## src/rtl/strap_mode_ctl.sv

```systemverilog
module strap_mode_ctl #(
  parameter int SYNC_STAGES = 2
) (
  input  logic       clk,
  input  logic       rst_n,
  input  logic       pwr_good,
  input  logic       strap_hi,
  input  logic       strap_fs,
  input  logic       tm_pin,
  input  logic       sw_test_en,
  input  logic       sw_ovr_sel,
  output logic       fs_sel,
  output logic       test_active,
  output logic [1:0] ovr_code
);
  localparam logic [1:0] OVR_NORMAL = 2'd0;
  localparam logic [1:0] OVR_HIZ    = 2'd1;
  localparam logic [1:0] OVR_REFDIV = 2'd2;
  localparam int         SYNC_LAST  = SYNC_STAGES - 1;

  logic                   latched, hw_test, sw_test, fs_q;
  logic [SYNC_STAGES-1:0] tm_sync;

  always_ff @(posedge clk or negedge rst_n) begin
    if (!rst_n) tm_sync <= '0;
    else        tm_sync <= {tm_sync[SYNC_STAGES-2:0], tm_pin};
  end

  always_ff @(posedge clk or negedge rst_n) begin
    if (!rst_n) begin
      latched <= 1'b0;
      hw_test <= 1'b0;
      sw_test <= 1'b0;
      fs_q    <= 1'b0;
    end else if (!latched) begin
      if (pwr_good) begin
        latched <= 1'b1;
        hw_test <= strap_hi;
        fs_q    <= strap_hi ? 1'b0 : strap_fs;
      end
    end else if (!hw_test && sw_test_en) begin
      sw_test <= 1'b1;
    end
  end

  assign fs_sel      = fs_q;
  assign test_active = hw_test | sw_test;

  always_comb begin
    if (!latched)     ovr_code = OVR_HIZ;
    else if (hw_test) ovr_code = tm_sync[SYNC_LAST] ? OVR_REFDIV : OVR_HIZ;
    else if (sw_test) ovr_code = sw_ovr_sel ? OVR_REFDIV : OVR_HIZ;
    else              ovr_code = OVR_NORMAL;
  end

  p_prelatch_hiz_r1: assert property (@(posedge clk) disable iff (!rst_n)
    !latched |-> (ovr_code == OVR_HIZ && !test_active && !fs_sel));
  p_fs_frozen_r4: assert property (@(posedge clk) disable iff (!rst_n)
    latched |=> $stable(fs_sel));
  p_test_sticky_r9: assert property (@(posedge clk) disable iff (!rst_n)
    test_active |=> test_active);
  p_strap_test_fs_zero_r3: assert property (@(posedge clk) disable iff (!rst_n)
    hw_test |-> !fs_sel);
  p_paths_exclusive_r6: assert property (@(posedge clk) disable iff (!rst_n)
    !(hw_test && sw_test));
  p_normal_when_idle_r10: assert property (@(posedge clk) disable iff (!rst_n)
    (latched && !test_active) |-> ovr_code == OVR_NORMAL);
  p_code_legal_r10: assert property (@(posedge clk) disable iff (!rst_n)
    ovr_code != 2'd3);
endmodule

```

## config.mk

```make
export PLATFORM = sky130hd
export DESIGN_NAME = strap_mode_ctl
export DESIGN_NICKNAME = d
export VERILOG_FILES = /design/src/rtl/strap_mode_ctl.sv
export SDC_FILE = /design/constraint.sdc
export NUM_CORES = 1
export LEC_CHECK = 0
export BUFFER_PORTS_ARGS = -buffer_cell sky130_fd_sc_hd__buf_4
export CORE_AREA = 2 2 39 41
export CTS_CLUSTER_DIAMETER = 100
export DETAILED_ROUTE_END_ITERATION = 7
export DIE_AREA = 0 0 41 43
export GPL_TIMING_DRIVEN = 0
export HOLD_SLACK_MARGIN = 0.1
export PLACE_DENSITY = 0.52
export SYNTH_ARGS = -nofsm -noshare
export SYNTH_HDL_FRONTEND = slang
export SYNTH_SLANG_ARGS = --single-unit
```

## constraint.sdc

```tcl
create_clock -name clk -period 1 [get_ports clk]
set_input_delay 0.1 -clock clk [delete_from_list [all_inputs] [get_ports clk]]
set_output_delay 0.1 -clock clk [all_outputs]
set_load 0.005 [all_outputs]
```

# [Word level (Yosys, flattened, before mapping)]
# Index checks and enable logic that the tools add are counted.
[totals] regBits=6 latch_bits=0 ram_bits=0 romBits=0 in_bits=8 output_inout_bits=4 word_cells=19 mem_count=0
[classes] add_sub_neg=0 multipliers=0 div=0 n_lt_le_gt_ge=0 eq_ne=0 n_shift=0 mux=8 n_bitwise=2 n_reduce_logical=4
[op_table] op="2-bit two-way mux" count=5
[op_table] op="2-bit AND reduction" count=2
[op_table] op="1-bit two-way mux" count=3
[op_table] op="1-bit logical AND" count=1
[op_table] op="1-bit logical NOT" count=1
[op_table] op="1-bit NOT" count=1
[op_table] op="1-bit bitwise OR" count=1

# [Depth between registers and ports, before layout]
# Gate-level depths: netlist (run 1).
[depth] word_depth=4 ltp_mapped=2 ltp_nobuf=2

# [Least setup slack after synthesis (run 1)]
# Ideal clock, no wire load.
[synth_timing] kind="flip-flop to flip-flop" startpoint="register latched" endpoint="register fs_q, in the netlist fs_sel" setup_time_ns=0.128 arrival_ns=0.853 t_required_ns=0.872 slack_ns=0.020 stages_incl_launch_ff=3 n_path_buf=0 period_less_slack_ns=0.980 path_cell_list="dfrtp_1 nor2b_2 mux2_1"
[synth_via] elab_chain_len=2
[synth_rtl] item="start: declaration" line="21" source="logic latched, hw_test, sw_test, fs_q;"
[synth_rtl] item="start signal: assignment" line="31" source="latched <= 1'b0;"
[synth_rtl] item="start signal: assignment" line="37" source="latched <= 1'b1;"
[synth_rtl] item="1-bit NOT (no line)"
[synth_rtl] item="2-bit AND reduction (no line)"
[synth_rtl] item="end signal: assignment" line="39" source="fs_q <= strap_hi ? 1'b0 : strap_fs;"
[synth_rtl] item="end: declaration" line="21"
# Every way passes these cells.
# A chain may end at the register's enable or synchronous reset.

# [Worst setup path in the final report (run 1)]
[layout_timing] startpoint="register sw_test" endpoint="output port ovr_code[0]"
[layout_via] elab_chain_len=3
[layout_rtl] item="start: declaration" line="21"
[layout_rtl] item="start signal: assignment" line="33" source="sw_test <= 1'b0;"
[layout_rtl] item="start signal: assignment" line="42" source="sw_test <= 1'b1;"
[layout_rtl] item="2-bit two-way mux" line="52" source="else if (sw_test) ovr_code = sw_ovr_sel ? OVR_REFDIV : OVR_HIZ;"
[layout_rtl] item="2-bit two-way mux" line="51" source="else if (hw_test) ovr_code = tm_sync[SYNC_LAST] ? OVR_REFDIV : OVR_HIZ;"
[layout_rtl] item="2-bit two-way mux" line="50" source="if (!latched) ovr_code = OVR_HIZ;"
[layout_rtl] item="end: declaration" line="14" source="output logic [1:0] ovr_code"
# Every way passes these cells.

==> results by group, run 1 <==
Timing
  – Setup TNS: -583 ps
  – Rel. slew slack: 84.2%
  – Final worst path period share: 120%
  – RSZ-0062 raised after global routing: true
  – Final hold vios: 0
  – Worst slew pin tran: 237 ps
  – Max Clk Rate: 0.831 GHz
  – Max Slew Vio Count: 0
  – Setup violations, final: 5
  – Post-route clock skew: 5.18 ps
  – Setup WS post-layout: -203 ps
  – Min Tclk post-route: 1200 ps

Synthesis
  – Most common cell in the netlist: dfrtp_1
  – Synth Flop Type: dfrtp_1
  – Synth warn: 0
  – Mapped Area: 248 µm²
  – Leading post-synthesis cells by cell area: dfrtp_1 61%, mux2_1 9.1%, or2_2 5.1%, nand4b_1 3.5%, nor2b_2 3.5%
  – Number of synthesized flops with an enable pin: 0
  – Post-synth top area cell: dfrtp_1
  – Cell variety after synth: 12
  – Synth Net Count: 28
  – Post-Synthesis Cells: 20
  – Post-synthesis sequential element count: 6
  – Synthesized area per cell: 12.4 µm²
  – Ys async rst share: 100%
  – Most frequent cells after synthesis: 6 x dfrtp_1, 2 x mux2_1, 2 x nand2_1, 2 x or2_2
  – Seq/Total Area, Yosys: 60.6%
  – Synth top area share: 60.6%

CTS
  – Clk buf depth: 2
  – Clock slew at reported path FFs: 40 ps
  – CTS root buf: clkbuf_4
  – Clk sinks: 6
  – Clk_lat worst skew: 240 ps
  – CTS tree: built
  – Cts bufs inserted: 3
  – CTS H-tree lvls: 1

Power
  – PwrDens: 1320 nW/µm²
  – Max rail drop VDD: 0.789 mV
  – Tot Pwr: 581 µW
  – Leakage power: 0.200 nW

Setup path
  – Critical path type: reg2out
  – Max FO, Critical Path: 3
  – Worst Reg-to-Reg Cells: 2
  – CP startpoint kind: flop
  – Crit path DAT: 1100 ps
  – Crit. Startpoint: sw_test
  – R2r startpoint: latched
  – Worst EP required: 900 ps
  – Worst R2R End: fs_sel
  – R2R Setup Slk: -40 ps
  – Worst setup EP type: primary output

GRT
  – Global-route wire length before repair: 966 µm
  – Pin count of the biggest net entering global routing: 8
  – Initial antenna violation count: 0
  – Vias in the first global route: 234
  – Gr ovfl total: 0
  – GRT Total Usage: 8.81%

Final layout
  – Fillers: 147
  – P&R area growth vs syn: 78.3%
  – Nets@finish: 48
  – Seq. cell area: 153 µm²
  – Design area: 442 µm²
  – Diode count: 0
  – Footprint of the multi-input gates: 116 µm²
  – Share of cells above drive strength 1: 60.5%

Status
  – Status: finished with violations
  – Failing checks: setup timing

Routing
  – DR WL/cell: 11.8 µm
  – WL final: 639 µm
  – Post-route ant nets: 0
  – Drt pass-1 iters: 2
  – DR iter-0 viols: 1
  – Vias/cell: 4.28
  – Residual DRC count: 0
  – Via count: 231

Flow run
  – Max cap viols: 0

Placement
  – Area post-placement: 350 µm²
  – Final Wtd Congestion: 0.542
  – Buffers on Ports: 11

Hold path
  – Hold Crit Class: in2reg
  – Worst Hold Launch: sw_test_en
  – Min-Delay Path Depth: 3
  – Hold Path Sink: sw_test

Floorplanning
  – Core Footprint: 1380 µm²
  – Initial core utilization: 17.9%
  – Row count: 14
  – I/O pins: 12
  – Die Ht: 43 µm
  – Die ar.: 1760 µm²
  – Die width: 41 µm
-- logic make-up after synthesis --
family / Yosys count / synth area share, %
muxes: 2 / 9.09
DFF: 6 / 60.6
and+or+nand+nor: 10 / 25.3
buffers and inverters: 1 / 1.51
AOI/OAI and AO/OA: 1 / 3.54
-- flip-flops by register name (all words and copies together) (netlist names) --
signal,cells
sw_test,1
latched,1
fs_sel,1
tm_sync,2
hw_test,1
-- power breakdown --
group / internal, mW / leakage (nW) / switching [mW] / total [mW]
Clock: 0.135 / 0.0138 / 0.0769 / 0.212
Combinational: 0.0688 / 0.122 / 0.0293 / 0.0981
Sequential: 0.257 / 0.0649 / 0.0139 / 0.271
Total: 0.461 / 0.200 / 0.120 / 0.581
-- placed cells by master, fill, tap and decap left out, types with 2 or more instances in the layout --
cell type       n
buf_4          10
clkbuf_4        3
dfrtp_1         4
dfrtp_2         2
dlygate4sd3_1   4
mux2_4          2
nand2_1         2
-- layer usage --
layer / global-route usage [%] / routed length, µm / part of all wire (%)
met5: 0 / 0 / 0
met1: 7.95 / 254 / 40
met3: 7.85 / 61 / 9.5
met4: 2.00 / 8 / 1.3
met2: 14.1 / 314 / 49
-- critical path, stage by stage, from the launching register on --
cell,delay [ps]
dfrtp_1,390
inv_2,60
o311ai_2,260
buf_4,160
-- area by class of cell --
| cell class | instances | share of cell area, % |
|---|---|---|
| clock buffers | 3 | 5.10 |
| inverters | 1 | 0.850 |
| repair buffers | 15 | 28.6 |
| multi-input cells | 13 | 26.3 |
| well taps | 16 | 4.53 |
| flip-flops and latches | 6 | 34.6 |
-- worst max-delay path by stage --
stage | depth (start not counted) | slack [ps] | end
3_5_place_dp | 2 | -100 | ovr_code[0]
4_1_cts | 3 | -190 | ovr_code[0]
2_1_floorplan | 2 | 20 | fs_sel
6_report | 3 | -200 | ovr_code[0]
5_1_grt | 3 | -250 | ovr_code[0]
3_3_place_gp | 2 | -20 | fs_sel
-- through the flow --
step | std cells | hold slack [ps] | worst slack [ps] | util (%)
final | 54 | 115 | -203 | 31.9
after global routing | 54 | 127 | -248 | 31.9
after CTS | 54 | 113 | -189 | 31.9
after detailed placement | 47 | -92.1 | -101 | 25.3
after global placement | 47 | -93.7 | -17.4 | 25.3
after floorplan | 20 | -196 | 20.0 | -
-- timing repair --
action                                  4_1_cts  5_1_grt
cloned                                        0        0
setup buffers                                 0        0
endpoints found under the hold margin         9        0
hold buffers                                  4        0
endpoints found under the setup margin        5        5
pin swaps                                     2        0
gates resized for setup                      10        0
(Power assumes the default switching activity.)
==> run 2, diff against run 1 <==
- PLACE_DENSITY: 0.52 -> default
==> run 2 against run 1 <==
Against the previous run:
- the run still ends with setup timing left
- global-route usage is 1.9 points lower
- total power is 1.1% higher
- maximum frequency is 0.98% higher
- sequential power hardly changed
- combinational power is 1% higher
- wire length is 5.5% lower
- core utilization is 2.3 points higher
- cell area is 7.1% higher
- flip-flop and latch count stayed put
- clock power is 3% higher
- non-clock buffer count is 3 higher
==> results by group, run 2 (same netlist as run 1, synthesis figures left out) <==
Final layout
  – Top reg by flops: tm_sync
  – Nets@finish: 51 (+6.3%)
  – Design area: 473 µm² (+7.1%)
  – Commonest non-fill, non-tap cell in the layout: buf_4
  – Number of flip-flops in the largest register: 2 (unchanged)
  – Fillers: 152 (+3.4%)
  – Share of cells above drive strength 1: 61.0% (+0.45 points)
  – Diode count: 0 (unchanged)
  – P&R area growth vs syn: 90.9%
  – Most frequent cells in the layout: 11 x buf_4, 5 x dlygate4sd3_1, 4 x dfrtp_1

Setup path
  – Crit. Startpoint: sw_test
  – Worst R2R End: hw_test
  – Slowest CP cell: dfrtp_1
  – Crit-path cells: inv_2 -> o311ai_2 -> buf_4
  – Worst EP required: 900 ps (about the same)
  – R2R Setup Slk: -20 ps (+20 ps)
  – Crit path DAT: 1090 ps (about the same)
  – End of the critical path: ovr_code[0]
  – Worst Reg-to-Reg Cells: 2 (unchanged)
  – Worst setup EP type: primary output
  – CP peak stage delay: 370 ps (-20 ps)
  – Max FO, Critical Path: 3 (unchanged)
  – Critical path type: reg2out
  – R2r startpoint: latched
  – CP startpoint kind: flop

Floorplanning
  – Die ar.: 1760 µm² (unchanged)
  – I/O pins: 12 (unchanged)
  – Core Footprint: 1380 µm² (unchanged)
  – Initial core utilization: 17.9% (unchanged)
  – Die width: 41 µm (unchanged)
  – Row count: 14 (unchanged)
  – Die Ht: 43 µm (unchanged)

Placement
  – Worst slack, placed: -52.2 ps (+48.8 ps)
  – Final Wtd Congestion: 0.582 (+7.5%)
  – Area post-placement: 350 µm² (unchanged)
  – Final HPWL DP: 367 µm
  – Buffers on Ports: 11 (unchanged)

Power
  – PwrDens: 1240 nW/µm² (-5.5%)
  – Clock share of power: 37.2% (+0.7 points)
  – Comb pwr share: 16.9% (about the same)
  – Cell Int Power: 464 µW (+0.59%)
  – Switching Fraction: 21.1% (+0.43 points)
  – Max rail drop VDD: 0.504 mV (-36%)
  – Share of power burned in registers: 45.9% (-0.7 points)
  – Leakage power: 0.215 nW (+7.3%)
  – Sw power: 124 µW (+3.3%)
  – Tot Pwr: 588 µW (+1.1%)

Timing
  – Final hold vios: 0 (unchanged)
  – Min Tclk post-route: 1190 ps (-11.6 ps)
  – Max Slew Vio Count: 0 (unchanged)
  – Max Clk Rate: 0.839 GHz (+0.98%)
  – Setup WS post-layout: -192 ps (+11.6 ps)
  – RSZ-0062 raised after global routing: true
  – Setup violations, final: 5 (unchanged)
  – Rel. slew slack: 85.5% (+1.3 points)
  – Setup TNS: -494 ps (+88.9 ps)
  – Worst slew pin tran: 217 ps (-19.8 ps)
  – Final worst path period share: 119% (-1.2 points)
  – Post-route clock skew: 2.66 ps (-2.52 ps)

GRT
  – Global-route wire length before repair: 731 µm (-24%)
  – GRT Total Usage: 6.88% (-1.9 points)
  – Pin count of the biggest net entering global routing: 8 (unchanged)
  – Initial antenna violation count: 0 (unchanged)
  – Gr ovfl total: 0 (unchanged)
  – Vias in the first global route: 184 (-21%)

CTS
  – Clk sinks: 6 (unchanged)
  – CTS H-tree lvls: 1 (unchanged)
  – Cts bufs inserted: 3 (unchanged)
  – Clk_lat worst skew: 240 ps (about the same)
  – Clk buf depth: 2 (unchanged)
  – CTS root buf: clkbuf_4
  – CTS tree: built
  – Clock slew at reported path FFs: 40 ps (about the same)

Routing
  – Residual DRC count: 0 (unchanged)
  – Via count: 231 (unchanged)
  – Max layer used: met3
  – Drt pass-1 iters: 2 (unchanged)
  – DR WL/cell: 10.6 µm (-10%)
  – DRT met1 WL: 246 µm (-3.1%)
  – WL final: 604 µm (-5.5%)
  – Met2 wire len: 277 µm (-12%)
  – Wire length on met3: 80 µm (+31%)
  – Vias/cell: 4.05 (-5.3%)
  – DR iter-0 viols: 1 (unchanged)
  – Post-route ant nets: 0 (unchanged)

Hold path
  – Hold Crit Class: in2async

Status
  – Status: finished with violations
  – Failing checks: setup timing

Flow run
  – Max cap viols: 0 (unchanged)
[run 2: changes by cell type in the layout (fill, tap and decap cells not counted), sizes merged]
cell / before / now
buf: 11 / 13
dlygate4sd3: 4 / 5
[run 2: area by class of cell]
class,instances,area (µm²),area share [%]
repair buffers,18,155,32.8
flip-flops and latches,6,153,32.3
well taps,16,20.0,4.23
inverters,1,3.75,0.794
multi-input cells,13,119,25.1
clock buffers,3,22.5,4.76
[run 2: layer usage]
metal / global-route usage, % / up-vias
met5: 0 / -
met2: 8.75 / 12
met4: 6.00 / 0
met1: 6.93 / 108
li1: - / 111
met3: 5.24 / 0
[run 2: critical path, delay by kind of cell, from the launching register on]
family,cells,cell delay (ps)
AO/OA/AOI/OAI,1,270
buffers and inverters,2,210
flip-flops,1,370
[run 2: timing repair]
action | CTS | global route
endpoints found under the setup margin | 5 | 6
hold endpoints to repair | 10 | 0
cloned | 0 | 0
gates resized for setup | 4 | 8
pin swaps | 3 | 1
hold buffers | 5 | 0
buffers inserted | 1 | 1
[run 2: how the worst min path moves through the flow]
stage / slack [ps] / from / cells past startpoint / to
after CTS: 200 / rst_n / 2 / sw_test
after detailed placement: -90 / rst_n / 1 / sw_test
after floorplan: -200 / rst_n / 0 / fs_sel
after global placement: -90 / rst_n / 1 / sw_test
after global routing: 220 / rst_n / 2 / sw_test
final: 210 / rst_n / 2 / sw_test
[run 2: power groups by stage]
stage | registers [mW] | logic, mW | clock network [mW]
detailed placement | 0.270 | 0.0727 | 0
CTS | 0.267 | 0.0920 | 0.233
finish | 0.270 | 0.0991 | 0.219
global route | 0.272 | 0.107 | 0.248
floorplan | 0.267 | 0.0237 | 0
global placement | 0.269 | 0.0719 | 0
[run 2: per-stage QoR]
step	hold slack (ps)	utilization (%)	std cells
floorplan	-196	-	20
global placement	-89.1	25.3	47
detailed placement	-86.7	25.3	47
CTS	196	31.8	56
global route	215	34.2	57
finish	211	34.2	57
==> run 3, diff against run 2 <==
- CELL_PAD_IN_SITES_DETAIL_PLACEMENT: default -> 1
- CELL_PAD_IN_SITES_GLOBAL_PLACEMENT: default -> 2
- PLACE_DENSITY_LB_ADDON: default -> 0.1
- clock period: 1 -> 1.3 ns (I/O delays scaled with it)
==> run 3 against run 2 <==
Against the previous run:
- die area is the same
- setup slack gained 250 ps
- sequential power shrank 24%
- critical path depth shrank 1
- largest cell class is now flip-flops and latches
- clock skew shrank 1.9 ps
- the flow now finishes without violations
- flip-flop and latch count is the same
- wire length shrank 11%
- combinational power shrank 33%
==> results by group, run 3 (same netlist as run 1, synthesis figures left out) <==
Power
  – Max rail drop VDD: 0.470 mV (-6.6%)
  – PwrDens: 1070 nW/µm² (-14%)
  – Leakage power: 0.189 nW (-12%)
  – Tot Pwr: 439 µW (-25%)

Flow run
  – Max cap viols: 0 (unchanged)

Final layout
  – Commonest non-fill, non-tap cell in the layout: buf_4
  – Diode count: 0 (unchanged)
  – Nets@finish: 47 (-7.8%)
  – Share of cells above drive strength 1: 51.4% (-9.6 points)
  – P&R area growth vs syn: 66.2%
  – Design area: 412 µm² (-13%)
  – Most frequent cells in the layout: 11 x buf_4, 5 x dfrtp_1, 3 x clkbuf_4, 3 x dlygate4sd3_1
  – Final Non-Filler Cells: 53 (-7.0%)
  – Number of flip-flops in the largest register: 2 (unchanged)
  – Top reg by flops: tm_sync
  – Fillers: 160 (+5.3%)

Routing
  – Via count: 207 (-10%)
  – WL final: 539 µm (-11%)
  – DR iter-0 viols: 0 (-1)
  – Post-route ant nets: 0 (unchanged)
  – DR WL/cell: 10.2 µm (-4.0%)
  – Vias/cell: 3.91 (-3.6%)
  – Drt pass-1 iters: 1 (-1)
  – Residual DRC count: 0 (unchanged)

GRT
  – Met2 GRT Util: 8.13% (-0.62 points)
  – Global-route wire length before repair: 814 µm (+11%)
  – GRT Total Usage: 7.30% (+0.42 points)
  – M3 GR Usage: 1.57% (-3.7 points)
  – Gr ovfl total: 0 (unchanged)
  – GR peak layer: met1
  – Initial antenna violation count: 0 (unchanged)
  – Pin count of the biggest net entering global routing: 8 (unchanged)
  – Met1 usage: 10.3% (+3.4 points)
  – Vias in the first global route: 195 (+6.0%)

Floorplanning
  – Die Ht: 43 µm (unchanged)
  – Initial core utilization: 17.9% (unchanged)
  – Row count: 14 (unchanged)
  – I/O pins: 12 (unchanged)
  – Core Footprint: 1380 µm² (unchanged)
  – Die width: 41 µm (unchanged)
  – Die ar.: 1760 µm² (unchanged)

Timing
  – RSZ-0062 raised after global routing: false
  – Final worst path period share: 95.8%
  – Setup violations, final: 0 (-5)
  – Hold_ws: 123 ps (-87.3 ps)
  – Final hold vios: 0 (unchanged)
  – Rel. slew slack: 85.1% (-0.45 points)
  – Min Tclk post-route: 1250 ps
  – Worst slew pin tran: 224 ps (+6.74 ps)
  – Max Clk Rate: 0.803 GHz
  – Setup TNS: 0 ps (+494 ps)
  – Post-route clock skew: 0.762 ps (-1.90 ps)
  – Max Slew Vio Count: 0 (unchanged)

CTS
  – CTS H-tree lvls: 1 (unchanged)
  – Cts bufs inserted: 3 (unchanged)
  – CTS tree: built
  – Clock slew at reported path FFs: 40 ps (about the same)
  – Clk buf depth: 2 (unchanged)
  – Clk_lat worst skew: 240 ps (about the same)
  – Clk sinks: 6 (unchanged)
  – Post-CTS Setup Bufs: 0 (-1)
  – CTS root buf: clkbuf_4

Setup path
  – Max FO, Critical Path: 7 (+4)
  – CP startpoint kind: flop
  – Worst EP required: 1170 ps (+270 ps)
  – Critical path type: reg2out
  – Crit path DAT: 1120 ps (+30 ps)
  – R2R Setup Slk: 230 ps (+250 ps)
  – Worst setup EP type: primary output

Placement
  – Cells after DPL: 47 (unchanged)
  – Final Wtd Congestion: 0.588 (+1.0%)
  – Buffers on Ports: 11 (unchanged)
  – Area post-placement: 350 µm² (unchanged)

Hold path
  – Hold Crit Class: in2reg

Status
  – Status: completed
-- run 3: cell types whose count changed in the layout (fill, tap and decap cells not counted), moves of 2 or more --
cell / delta
dlygate4sd3_1: -2
mux2_1: +2
or2_4: -2
or2_2: +2
buf_6: -2
mux2_4: -2
-- run 3: critical path, stage by stage (launching register included) --
cell and delay (ps):
dfrtp_2 430, o311ai_2 290, buf_4 160
-- run 3: final timing paths --
check / startpoint / to / cells past startpoint
max: hw_test / ovr_code[0] / 2
min: strap_hi / hw_test / 2
max reg2reg: latched / fs_sel / 2
min reg2reg: tm_sync[0] / tm_sync[1] / 0
max in group asynchronous: rst_n / hw_test / 2
min in group asynchronous: rst_n / sw_test / 2
-- run 3: per-stage QoR --
| step | util (%) | setup slack (ps) |
|---|---|---|
| after floorplan | - | 320 |
| after global placement | 25.3 | 233 |
| after detailed placement | 25.3 | 204 |
| after CTS | 29.1 | 26.3 |
| after global routing | 29.7 | 4.38 |
| final | 29.7 | 54.3 |
-- run 3: final cells by class --
cell class	instances	area, µm²	share of cell area, %
Sequential cell	6	151	36.8
Multi-Input combinational cell	13	101	24.6
Timing Repair Buffer	14	113	27.4
Clock buffer	3	22.5	5.47
Tap cell	16	20.0	4.86
Inverter	1	3.75	0.912
-- run 3: metal layers --
metal,up-vias,routed length (µm)
met4,0,0
met5,-,0
met1,95,227
met3,0,49
met2,9,262
li1,103,-
-- run 3: where the power goes --
part,switching [mW],total [mW],leakage [nW],internal (mW)
Combinational,0.0206,0.0666,0.110,0.0460
Clock,0.0623,0.166,0.0138,0.104
Sequential,0.00859,0.206,0.0652,0.198
Total,0.0915,0.439,0.189,0.348
-- run 3: timing repair --
action | 4_1_cts | 5_1_grt
endpoints found under the hold margin | 8 | 0
resized for setup | 1 | 2
endpoints found under the setup margin | 1 | 1
hold buffers | 3 | 0
